`config.mk`:
```
export PLATFORM = sky130hd
export DESIGN_NAME = sgram_bank_sched
export DESIGN_NICKNAME = d
export VERILOG_FILES = /design/src/rtl/sgram_sched_pkg.sv /design/src/rtl/sgram_bank_fsm.sv /design/src/rtl/sgram_rd_capture.sv /design/src/rtl/sgram_bank_sched.sv
export SDC_FILE = /design/constraint.sdc
export NUM_CORES = 1
export LEC_CHECK = 0
export ABC_AREA = 1
export BUFFER_PORTS_ARGS = -buffer_cell sky130_fd_sc_hd__clkbuf_2
export CAP_MARGIN = 20
export CORE_MARGIN = 3
export CORE_UTILIZATION = 57
export CTS_BUF_LIST = sky130_fd_sc_hd__clkbuf_4
export CTS_CLUSTER_DIAMETER = 150
export CTS_CLUSTER_SIZE = 10
export DETAILED_ROUTE_END_ITERATION = 7
export PLACE_DENSITY = 0.93
export SLEW_MARGIN = 5
export SYNTH_ARGS = -nofsm -noshare
export SYNTH_HDL_FRONTEND = slang
export SYNTH_HIERARCHICAL = 1
export SYNTH_SLANG_ARGS = --single-unit
```
`constraint.sdc`:
```
create_clock -name clk -period 2.6 [get_ports clk]
set_input_delay 0 -clock clk [delete_from_list [all_inputs] [get_ports clk]]
set_output_delay 0 -clock clk [all_outputs]
set_load 0.005 [all_outputs]
```
`src/rtl/sgram_sched_pkg.sv`:
```
package sgram_sched_pkg;

    typedef enum logic [1:0] {
        CMD_NOP  = 2'd0,
        CMD_ACT  = 2'd1,
        CMD_READ = 2'd2,
        CMD_PRE  = 2'd3
    } cmd_e;

    typedef enum logic [1:0] {
        BK_IDLE   = 2'd0,
        BK_ACTIVE = 2'd1,
        BK_APWAIT = 2'd2,
        BK_PRECH  = 2'd3
    } bank_st_e;

    typedef struct packed {
        bank_st_e st;
        logic     rcd_ok;
        logic     ras_ok;
        logic     rdp_ok;
        logic     closed_ok;
    } bank_view_t;

    function automatic int unsigned cnt_w(int unsigned v);
        return (v < 2) ? 1 : $clog2(v + 1);
    endfunction

endpackage

```
`src/rtl/sgram_bank_fsm.sv`:
```
module sgram_bank_fsm
    import sgram_sched_pkg::*;
#(
    parameter int ROW_W = 10,
    parameter int CL    = 3,
    parameter int BL    = 4,
    parameter int T_RCD = 3,
    parameter int T_RP  = 3,
    parameter int T_RAS = 6
) (
    input  logic             clk,
    input  logic             rst,
    input  logic             act_i,
    input  logic             rd_i,
    input  logic             ap_i,
    input  logic             pre_i,
    input  logic [ROW_W-1:0] row_i,
    output bank_view_t       view_o,
    output logic [ROW_W-1:0] row_o
);
    localparam int RDP    = CL + BL - 2;
    localparam int RDP_LD = (RDP > 0) ? RDP - 1 : 0;
    localparam int RCD_W  = cnt_w(T_RCD);
    localparam int RP_W   = cnt_w(T_RP);
    localparam int RAS_W  = cnt_w(T_RAS);
    localparam int RDP_W  = cnt_w(RDP);

    bank_st_e         st_q;
    logic [RCD_W-1:0] rcd_q;
    logic [RP_W-1:0]  rp_q;
    logic [RAS_W-1:0] ras_q;
    logic [RDP_W-1:0] rdp_q;
    logic [ROW_W-1:0] row_q;

    always_ff @(posedge clk) begin
        if (rst) begin
            st_q  <= BK_IDLE;
            rcd_q <= '0;
            rp_q  <= '0;
            ras_q <= '0;
            rdp_q <= '0;
            row_q <= '0;
        end else begin
            if (rcd_q != '0) rcd_q <= rcd_q - 1'b1;
            if (rp_q  != '0) rp_q  <= rp_q  - 1'b1;
            if (ras_q != '0) ras_q <= ras_q - 1'b1;
            if (rdp_q != '0) rdp_q <= rdp_q - 1'b1;
            if (act_i) begin
                st_q  <= BK_ACTIVE;
                row_q <= row_i;
                rcd_q <= RCD_W'(T_RCD - 1);
                ras_q <= RAS_W'(T_RAS - 1);
            end else if (rd_i) begin
                rdp_q <= RDP_W'(RDP_LD);
                if (ap_i) st_q <= BK_APWAIT;
            end else if (pre_i) begin
                st_q <= BK_PRECH;
                rp_q <= RP_W'(T_RP - 1);
            end else if (st_q == BK_APWAIT && rdp_q == '0 && ras_q == '0) begin
                st_q <= BK_PRECH;
                rp_q <= RP_W'(T_RP - 1);
            end else if (st_q == BK_PRECH && rp_q == '0) begin
                st_q <= BK_IDLE;
            end
        end
    end

    always_comb begin
        view_o.st        = st_q;
        view_o.rcd_ok    = (rcd_q == '0);
        view_o.ras_ok    = (ras_q == '0);
        view_o.rdp_ok    = (rdp_q == '0);
        view_o.closed_ok = (st_q == BK_IDLE) || (st_q == BK_PRECH && rp_q == '0);
    end

    assign row_o = row_q;

endmodule

```
`src/rtl/sgram_rd_capture.sv`:
```
module sgram_rd_capture
    import sgram_sched_pkg::*;
#(
    parameter int CL   = 3,
    parameter int BL   = 4,
    parameter int DQ_W = 32
) (
    input  logic            clk,
    input  logic            rst,
    input  logic            fire_i,
    input  logic [DQ_W-1:0] dq_i,
    output logic [DQ_W-1:0] data_o,
    output logic            valid_o
);
    localparam int BC_W = cnt_w(BL);

    logic [CL-1:0]   tag_q;
    logic [BC_W-1:0] left_q;
    logic            win;

    assign win = tag_q[CL-1] || (left_q != '0);

    always_ff @(posedge clk) begin
        if (rst) begin
            tag_q   <= '0;
            left_q  <= '0;
            valid_o <= 1'b0;
            data_o  <= '0;
        end else begin
            tag_q <= (tag_q << 1) | CL'(fire_i);
            if (tag_q[CL-1])       left_q <= BC_W'(BL - 1);
            else if (left_q != '0) left_q <= left_q - 1'b1;
            valid_o <= win;
            if (win) data_o <= dq_i;
        end
    end

endmodule

```
`src/rtl/sgram_bank_sched.sv`:
```
module sgram_bank_sched
    import sgram_sched_pkg::*;
#(
    parameter int ROW_W = 10,
    parameter int COL_W = 8,
    parameter int DQ_W  = 32,
    parameter int CL    = 3,
    parameter int BL    = 4,
    parameter int T_RRD = 2,
    parameter int T_RCD = 3,
    parameter int T_RP  = 3,
    parameter int T_RAS = 6
) (
    input  logic               clk,
    input  logic               rst,
    input  logic               req_valid,
    input  logic               req_pall,
    input  logic               req_bank,
    input  logic [ROW_W-1:0]   req_row,
    input  logic [COL_W-1:0]   req_col,
    input  logic               req_ap,
    output logic               req_ready,
    output logic [1:0]         cmd_o,
    output logic [ROW_W:0]     addr_o,
    input  logic [DQ_W-1:0]    dq_i,
    output logic [DQ_W-1:0]    rd_data_o,
    output logic               rd_valid_o
);
    localparam int NBANK  = 2;
    localparam int ADDR_W = ROW_W + 1;
    localparam int RRD_W  = cnt_w(T_RRD);
    localparam int CCD_W  = cnt_w(BL);

    bank_view_t       view [NBANK];
    logic [ROW_W-1:0] brow [NBANK];
    logic [NBANK-1:0] act_v, rd_v, pre_v;

    cmd_e             nxt_cmd, cmd_q;
    logic [ADDR_W-1:0] nxt_addr, addr_q;
    logic [RRD_W-1:0] rrd_q;
    logic [CCD_W-1:0] ccd_q;
    logic             pall_ok;
    bank_view_t       sel;

    for (genvar g = 0; g < NBANK; g++) begin : g_bank
        sgram_bank_fsm #(
            .ROW_W(ROW_W), .CL(CL), .BL(BL),
            .T_RCD(T_RCD), .T_RP(T_RP), .T_RAS(T_RAS)
        ) bank_i (
            .clk(clk), .rst(rst),
            .act_i(act_v[g]), .rd_i(rd_v[g]), .ap_i(req_ap), .pre_i(pre_v[g]),
            .row_i(req_row), .view_o(view[g]), .row_o(brow[g])
        );
    end

    assign sel = view[req_bank];

    always_comb begin
        pall_ok = 1'b1;
        for (int i = 0; i < NBANK; i++) begin
            if (!(view[i].closed_ok ||
                  (view[i].st == BK_ACTIVE && view[i].ras_ok && view[i].rdp_ok)))
                pall_ok = 1'b0;
        end
    end

    always_comb begin
        nxt_cmd   = CMD_NOP;
        nxt_addr  = '0;
        req_ready = 1'b0;
        act_v     = '0;
        rd_v      = '0;
        pre_v     = '0;
        if (req_valid) begin
            if (req_pall) begin
                if (pall_ok) begin
                    nxt_cmd   = CMD_PRE;
                    nxt_addr  = {1'b0, 1'b1, (ROW_W-1)'(0)};
                    pre_v     = '1;
                    req_ready = 1'b1;
                end
            end else begin
                case (sel.st)
                    BK_ACTIVE: begin
                        if (brow[req_bank] == req_row) begin
                            if (sel.rcd_ok && ccd_q == '0) begin
                                nxt_cmd          = CMD_READ;
                                nxt_addr         = {req_bank, req_ap, (ROW_W-1)'(req_col)};
                                rd_v[req_bank]   = 1'b1;
                                req_ready        = 1'b1;
                            end
                        end else if (sel.ras_ok && sel.rdp_ok) begin
                            nxt_cmd         = CMD_PRE;
                            nxt_addr        = {req_bank, 1'b0, (ROW_W-1)'(0)};
                            pre_v[req_bank] = 1'b1;
                        end
                    end
                    BK_IDLE, BK_PRECH: begin
                        if (sel.closed_ok && rrd_q == '0) begin
                            nxt_cmd         = CMD_ACT;
                            nxt_addr        = {req_bank, req_row};
                            act_v[req_bank] = 1'b1;
                        end
                    end
                    default: ;
                endcase
            end
        end
    end

    always_ff @(posedge clk) begin
        if (rst) begin
            cmd_q  <= CMD_NOP;
            addr_q <= '0;
            rrd_q  <= '0;
            ccd_q  <= '0;
        end else begin
            cmd_q  <= nxt_cmd;
            addr_q <= nxt_addr;
            if (nxt_cmd == CMD_ACT)  rrd_q <= RRD_W'(T_RRD - 1);
            else if (rrd_q != '0)    rrd_q <= rrd_q - 1'b1;
            if (nxt_cmd == CMD_READ) ccd_q <= CCD_W'(BL - 1);
            else if (ccd_q != '0)    ccd_q <= ccd_q - 1'b1;
        end
    end

    assign cmd_o  = cmd_q;
    assign addr_o = addr_q;

    sgram_rd_capture #(.CL(CL), .BL(BL), .DQ_W(DQ_W)) cap_i (
        .clk(clk), .rst(rst),
        .fire_i(cmd_q == CMD_READ),
        .dq_i(dq_i), .data_o(rd_data_o), .valid_o(rd_valid_o)
    );

endmodule

```
==> metrics.txt, run 1 <==
# TYPE chip_impl_metric gauge
chip_impl_metric{name="top_level_ports",unit=""} 103
chip_impl_metric{name="clock_insertion_delay_worst_skew",unit="ns"} 0.49
chip_impl_info{name="synth_top_area_cell",value="dfxtp_1"} 1
chip_impl_metric{name="period_minus_slack",unit="ns"} 2.42
chip_impl_metric{name="die_y",unit="um"} 98.8
chip_impl_metric{name="rows",unit=""} 33
chip_impl_metric{name="pin_count_of_the_biggest_net_entering_global_routing",unit=""} 65
chip_impl_info{name="synth_flop_cell",value="dfxtp_1"} 1
chip_impl_metric{name="drt_pass1_iterations",unit=""} 6
chip_impl_metric{name="irDropWorstVdd",unit="V"} 0.000561
chip_impl_metric{name="global_route_total_usage_across_every_layer",unit=""} 0.294
chip_impl_metric{name="synthesis.nets",unit=""} 802
chip_impl_metric{name="ys.warnings.count",unit=""} 6
chip_impl_metric{name="cp.required",unit="ns"} 2.97
chip_impl_metric{name="numCtsBuffers",unit=""} 9
chip_impl_metric{name="cts_htree_levels",unit=""} 3
chip_impl_info{name="setup.worst_path.end_class",value="register"} 1
chip_impl_metric{name="r2r_slack",unit="ns"} 0.18
chip_impl_info{name="crit_type",value="register to register"} 1
chip_impl_metric{name="vias_per_cell",unit=""} 5.22
chip_impl_info{name="critical_path_cell_sequence",value="or2_2, o21ai_0, inv_1, ha_1, o21ai_1, nor3_4, nand4_2, nor3_2, nand2_1, or2_1, nand2_2, nand2_1, nand2_1, nor2_2"} 1
chip_impl_metric{name="synthArstFlopShare",unit=""} 0
chip_impl_metric{name="hold_violations",unit=""} 0
chip_impl_metric{name="dpl_worst_slack",unit="ns"} 0.180
chip_impl_info{name="critical_path.most_common_cell",value="nand2_1"} 1
chip_impl_info{name="clock_tree_from_tritoncts",value="yes"} 1
chip_impl_metric{name="whs",unit="ns"} 0.0596
chip_impl_info{name="cell_at_the_root_of_the_clock_tree",value="clkbuf_4"} 1
chip_impl_metric{name="final_min_period_over_clock_period",unit=""} 0.931
chip_impl_info{name="reg2reg_to",value="g_bank[0].bank_i/st_q[0]"} 1
chip_impl_metric{name="path_buf_inv",unit=""} 1
chip_impl_metric{name="final_max_slew_viol_count",unit=""} 0
chip_impl_metric{name="ys_ff_latch",unit=""} 101
chip_impl_info{name="r2r-start",value="g_bank[1].bank_i/st_q[0]"} 1
chip_impl_metric{name="final_nets",unit=""} 964
chip_impl_metric{name="ff2ff_path_depth",unit=""} 14
chip_impl_metric{name="max_cap_viol_count",unit=""} 0
chip_impl_info{name="status",value="complete, no violations"} 1
chip_impl_metric{name="core_area",unit="um2"} 8300
chip_impl_info{name="crit_end",value="g_bank[0].bank_i/st_q[0]"} 1
chip_impl_metric{name="share_of_the_yosys_chip_area_belonging_to_registers",unit=""} 0.412
chip_impl_metric{name="drtAntennaViolNets",unit=""} 0
chip_impl_info{name="rsz0062_at_grt",value="true"} 1
chip_impl_metric{name="postLayoutSetupSlackWorst",unit="ns"} 0.180
chip_impl_metric{name="timing.critical_path.arrival",unit="ns"} 2.79
chip_impl_metric{name="filler_cell_count",unit=""} 533
chip_impl_metric{name="chipWidth",unit="um"} 98.8
chip_impl_metric{name="synth_edf_count",unit=""} 0
chip_impl_info{name="critical_path.top_delay_family",value="simple AND/OR/NAND/NOR gates"} 1
chip_impl_metric{name="grt_pass1_vias",unit=""} 5031
chip_impl_metric{name="synth.top_cell.area_share",unit=""} 0.412
chip_impl_metric{name="io_buffers",unit=""} 102
chip_impl_metric{name="synthesis.area_per_instance",unit="um2"} 6.72
chip_impl_metric{name="gp_congestion",unit=""} 0.978
chip_impl_metric{name="vias",unit=""} 5236
chip_impl_metric{name="critical_path_max_stage_delay",unit="ns"} 0.46
chip_impl_info{name="critical_path.startpoint_type",value="register"} 1
chip_impl_metric{name="totalWireLength",unit="um"} 14200
chip_impl_metric{name="area_growth",unit="%"} 27.4
chip_impl_metric{name="gr-total-overflow",unit=""} 0
chip_impl_metric{name="netlist-cell-type-count",unit=""} 34
chip_impl_info{name="hold_class",value="primary input to register"} 1
chip_impl_metric{name="crit_path_max_fanout",unit=""} 6
chip_impl_metric{name="power_leakage",unit="nW"} 3.32
chip_impl_metric{name="postSynthCellCount",unit=""} 731
chip_impl_info{name="startpoint",value="g_bank[1].bank_i/st_q[0]"} 1
chip_impl_metric{name="clock_tree.buffer_depth",unit=""} 2
chip_impl_metric{name="drt_iter0_markers",unit=""} 453
chip_impl_metric{name="power_density",unit="nW/um2"} 960
chip_impl_metric{name="achievable-frequency",unit="MHz"} 413
chip_impl_metric{name="drcViolationCount",unit=""} 0
chip_impl_metric{name="place_area",unit="um2"} 5480
chip_impl_metric{name="initial_utilization",unit=""} 0.592
chip_impl_metric{name="slew_headroom",unit=""} 0.570
chip_impl_info{name="synth.top_cells.by_area",value="dfxtp_1 41%, nand2_1 14%, nor2_1 11%, inv_1 8.6%, ha_1 3.8%"} 1
chip_impl_metric{name="post_synth_instance_area",unit="um2"} 4910
chip_impl_metric{name="worst-slew-pin-transition",unit="ns"} 0.645
chip_impl_metric{name="skew",unit="ns"} 0.0255
chip_impl_metric{name="route.detailed.wl_per_inst",unit="um"} 14.2
chip_impl_metric{name="drive_above_1_share",unit=""} 0.174
chip_impl_metric{name="post-dp-hpwl",unit="um"} 7680
chip_impl_metric{name="timing.critical_path.depth",unit=""} 14
chip_impl_metric{name="wire_length_of_the_first_global_routing_pass",unit="um"} 23300
chip_impl_metric{name="antennaDiodeCount",unit=""} 0
chip_impl_metric{name="final_design_area_no_fill",unit="um2"} 6250
chip_impl_metric{name="setup_viol_count_final",unit=""} 0
chip_impl_metric{name="clock_sinks",unit=""} 101
chip_impl_metric{name="initial_antenna_violation_count",unit=""} 0
chip_impl_metric{name="worst_setup_hold_path_clk_slew",unit="ns"} 0.17
chip_impl_info{name="cpMaxStageDelayCell",value="dfxtp_1"} 1
chip_impl_metric{name="dieArea",unit="um2"} 9760
chip_impl_info{name="hold_path.startpoint",value="req_valid"} 1
==> report_power, final <==
part           internal [mW]  switching (mW)
registers               2.02           0.291
clock network          0.316           0.587
logic                   1.04            1.75
==> cell type report <==
cell class | count | area [um2] | area share
clock buffer | 9 | 67.6 | 0.0108
sequential | 101 | 2020 | 0.323
timing repair buffer | 170 | 1170 | 0.188
multi-input combinational | 492 | 2320 | 0.371
tap | 105 | 131 | 0.0210
clock inverter | 7 | 90.1 | 0.0144
inverter | 119 | 447 | 0.0714
==> cells in the mapped netlist, types with 5 or more instances <==
library cell,n
a21oi_1,35
buf_2,6
inv_2,5
nor2_1,145
nor3_1,7
ha_1,15
inv_1,112
nor2_2,8
nand3_1,31
o21ai_0,33
dfxtp_1,101
nand2_1,180
==> tightest hold or removal path: cells and delay by family <==
family | cells | cell delay [ns]
buf+inv | 2 | 0.17
simple gates | 5 | 0.33
==> timing repair <==
item	CTS	global route
setup buffers	0	0
setup endpoints to repair	0	6
hold buffers	61	0
resized for setup	0	4
endpoints found under the hold margin	81	0
==> metrics by stage <==
step           total power, mW   util  cells  setup TNS (ns)
2_1_floorplan             4.27      -    731               0
3_3_place_gp              4.79  0.660    926               0
3_5_place_dp              4.87  0.660    926               0
4_1_cts                   5.83  0.752   1003               0
5_1_grt                   6.49  0.754   1003         -0.0331
6_report                  6.01  0.754   1003               0
==> worst min path at each step <==
stage / endpoint / slack (ns) / cells past startpoint
6_report: ccd_q[1] / 0.06 / 7
5_1_grt: ccd_q[1] / 0.07 / 7
4_1_cts: ccd_q[1] / 0.04 / 7
3_5_place_dp: addr_o[0] / 0.26 / 3
3_3_place_gp: addr_o[2] / 0.26 / 3
2_1_floorplan: g_bank[0].bank_i/ras_q[2] / 0.07 / 1
==> state kept, by name, indices dropped and copies added, names as in the netlist <==
signal	count
cap_i/data_o	32
g_bank.bank_i/row_o	20
addr_o	11
g_bank.bank_i/ras_q	6
g_bank.bank_i/rdp_q	6
g_bank.bank_i/rcd_q	4
g_bank.bank_i/rp_q	4
g_bank.bank_i/st_q	4
cap_i/left_q	3
cap_i/tag_q	3
ccd_q	3
cmd_o	2
rrd_q	2
cap_i/valid_o	1
==> cell usage in the layout (no fill, tap or decap), drive strengths merged <==
cell type and count:
nand2 184, nor2 156, inv 120, clkbuf 111
dfxtp 101, dlygate4sd3 61, a21oi 35, o21ai 35
nand3 35, ha 15, nor3 8, buf 7
xor2 4, a211oi 4, or2 4, clkinv 4
nand3b 3, xnor2 3, a31oi 2, o31ai 1
nand4 1, nor4 1, nor3b 1, bufinv 1
clkinvlp 1
==> routing by layer <==
metal,vias up,part of all wire,GRT usage
met5,-,0,0
met4,0,0.042,0.141
met3,70,0.080,0.0722
met2,283,0.50,0.504
met1,2341,0.38,0.344
li1,2542,-,-
==> kinds of logic after synthesis <==
group | synth area share
buf+inv | 0.117
compound gates | 0.0816
simple gates | 0.339
fa+ha+maj | 0.0382
xor+xnor | 0.0125
flops | 0.412
Power figures use the tool's default switching activity.
==> run 2: changes to the inputs <==
==> constraint.sdc (replaced) <==
create_clock -name clk -period 2.7 [get_ports clk]
set_input_delay 0 -clock clk [delete_from_list [all_inputs] [get_ports clk]]
set_output_delay 0 -clock clk [all_outputs]
set_load 0.005 [all_outputs]
==> metrics.txt, run 2 (same netlist as run 1, synthesis figures left out) <==
# TYPE chip_impl_metric gauge
chip_impl_info{name="status",value="complete, but fails checks"} 1
chip_impl_info{name="violated_checks",value="DRC"} 1
chip_impl_metric{name="clock_insertion_delay_worst_skew",unit="ns"} 0.47
chip_impl_metric{name="gp_congestion",unit=""} 0.958
chip_impl_metric{name="core_area",unit="um2"} 8300
chip_impl_metric{name="max_cap_viol_count",unit=""} 0
chip_impl_info{name="cell_at_the_root_of_the_clock_tree",value="clkbuf_4"} 1
chip_impl_metric{name="hold_violations",unit=""} 0
chip_impl_metric{name="totalWireLength",unit="um"} 14100
chip_impl_metric{name="drt_iter0_markers",unit=""} 443
chip_impl_metric{name="power_density",unit="nW/um2"} 917
chip_impl_metric{name="io_buffers",unit=""} 102
chip_impl_metric{name="route.detailed.wl_per_inst",unit="um"} 14.1
chip_impl_metric{name="crit_path_max_fanout",unit=""} 6
chip_impl_info{name="layout.cells.most_common",value="nand2_1"} 1
chip_impl_metric{name="global_route_total_usage_across_every_layer",unit=""} 0.293
chip_impl_metric{name="skew",unit="ns"} 0.0227
chip_impl_metric{name="setup_viol_count_final",unit=""} 0
chip_impl_metric{name="period_minus_slack",unit="ns"} 2.60
chip_impl_metric{name="pin_count_of_the_biggest_net_entering_global_routing",unit=""} 65
chip_impl_metric{name="cts_setup_buffers",unit=""} 0
chip_impl_metric{name="final_nets",unit=""} 965
chip_impl_metric{name="post_cts_resize_count",unit=""} 0
chip_impl_metric{name="irDropWorstVdd",unit="V"} 0.000641
chip_impl_info{name="top_register",value="cap_i/data_o"} 1
chip_impl_metric{name="initial_utilization",unit=""} 0.592
chip_impl_metric{name="vias_per_cell",unit=""} 5.22
chip_impl_metric{name="drt_pass1_iterations",unit=""} 8
chip_impl_metric{name="worst-slew-pin-transition",unit="ns"} 0.643
chip_impl_metric{name="area_growth",unit="%"} 27.1
chip_impl_info{name="crit_type",value="register to register"} 1
chip_impl_metric{name="initial_antenna_violation_count",unit=""} 0
chip_impl_metric{name="worst_setup_hold_path_clk_slew",unit="ns"} 0.17
chip_impl_metric{name="vias",unit=""} 5250
chip_impl_metric{name="drcViolationCount",unit=""} 1
chip_impl_metric{name="achievable-frequency",unit="MHz"} 384
chip_impl_metric{name="rows",unit=""} 33
chip_impl_metric{name="filler_cell_count",unit=""} 521
chip_impl_metric{name="power_leakage",unit="nW"} 3.32
chip_impl_info{name="hold_class",value="primary input to register"} 1
chip_impl_metric{name="die_y",unit="um"} 98.8
chip_impl_metric{name="postLayoutSetupSlackWorst",unit="ns"} 0.0981
chip_impl_metric{name="dpl_worst_slack",unit="ns"} 0.285
chip_impl_metric{name="cp.required",unit="ns"} 3.09
chip_impl_metric{name="timing.critical_path.arrival",unit="ns"} 2.99
chip_impl_metric{name="cts_htree_levels",unit=""} 3
chip_impl_metric{name="drive_above_1_share",unit=""} 0.171
chip_impl_metric{name="post-dp-hpwl",unit="um"} 7990
chip_impl_metric{name="clock_sinks",unit=""} 101
chip_impl_metric{name="final_max_slew_viol_count",unit=""} 0
chip_impl_metric{name="final_min_period_over_clock_period",unit=""} 0.964
chip_impl_info{name="critical_path.startpoint_type",value="register"} 1
chip_impl_metric{name="max_ffs_per_register",unit=""} 32
chip_impl_info{name="clock_tree_from_tritoncts",value="yes"} 1
chip_impl_metric{name="chipWidth",unit="um"} 98.8
chip_impl_metric{name="dieArea",unit="um2"} 9760
chip_impl_metric{name="slew_headroom",unit=""} 0.571
chip_impl_metric{name="numCtsBuffers",unit=""} 9
chip_impl_metric{name="accumulated_negative_setup_slack",unit="ns"} 0
chip_impl_metric{name="gr-total-overflow",unit=""} 0
chip_impl_metric{name="clock_tree.buffer_depth",unit=""} 2
chip_impl_metric{name="drtAntennaViolNets",unit=""} 0
chip_impl_metric{name="grt_pass1_vias",unit=""} 5143
chip_impl_info{name="rsz0062_at_grt",value="true"} 1
chip_impl_info{name="setup.worst_path.end_class",value="register"} 1
chip_impl_metric{name="wire_length_of_the_first_global_routing_pass",unit="um"} 23300
chip_impl_metric{name="top_level_ports",unit=""} 103
chip_impl_info{name="layout.cells.most_common_list",value="180 x nand2_1, 145 x nor2_1, 112 x inv_1"} 1
-- run 2: worst max-delay path, stage by stage (launching register included) --
cell	delay, ns
dfxtp_1	0.44
or2_2	0.15
o21ai_0	0.11
inv_1	0.09
ha_1	0.16
o21ai_1	0.13
nor3_4	0.18
nand4_2	0.20
nor3_1	0.40
nand2_1	0.18
or2_1	0.25
nand2_2	0.07
nand2_1	0.05
nand2_1	0.07
nor2_2	0.03
-- run 2: worst paths after layout --
path | startpoint | to | slack [ns] | cells past startpoint
max reg2reg | g_bank[1].bank_i/st_q[0] | g_bank[1].bank_i/st_q[0] | 0.1 | 14
min | req_valid | ccd_q[0] | 0.07 | 7
min reg2reg | cap_i/tag_q[0] | cap_i/tag_q[1] | 0.42 | 2
max | g_bank[1].bank_i/st_q[0] | g_bank[1].bank_i/st_q[0] | 0.1 | 14
-- run 2: timing repair --
| item | in CTS | in global routing |
|---|---|---|
| hold buffers | 61 | 0 |
| endpoints found under the hold margin | 80 | 0 |
| setup endpoints to repair | 0 | 2 |
-- run 2: power by group --
group	internal [mW]	total, mW	switching, mW	leakage, nW
Clock	0.218	0.788	0.571	0.0742
Sequential	1.94	2.23	0.286	0.829
Combinational	1.01	2.71	1.70	2.41
Total	3.17	5.72	2.56	3.32
-- run 2: layer usage --
| metal | wire [um] | global-route usage | share of wire |
|---|---|---|---|
| met1 | 5400 | 0.330 | 0.38 |
| met2 | 6970 | 0.517 | 0.49 |
| met3 | 1040 | 0.0587 | 0.074 |
| met4 | 717 | 0.158 | 0.051 |
| met5 | 0 | 0 | 0 |
-- run 2: final cells by class --
| cell class | instances | area [um2] | area share |
|---|---|---|---|
| Tap cell | 105 | 131 | 0.0210 |
| Clock buffer | 9 | 67.6 | 0.0108 |
| Sequential cell | 101 | 2020 | 0.324 |
| Antenna cell | 1 | 2.50 | 0.000401 |
| Inverter | 119 | 447 | 0.0716 |
| Multi-Input combinational cell | 492 | 2310 | 0.371 |
| Clock inverter | 7 | 77.6 | 0.0124 |
| Timing Repair Buffer | 171 | 1180 | 0.189 |
-- run 2: stage by stage --
stage,util,hold slack [ns],total power [mW],instances,cell area (um2)
finish,0.752,0.0656,5.72,1005,6240
global route,0.752,0.0757,6.23,1004,6240
CTS,0.752,0.0441,5.54,1004,6240
detailed placement,0.661,0.258,4.70,927,5480
global placement,0.661,0.251,4.62,927,5480
floorplan,-,0.0691,4.11,731,4910
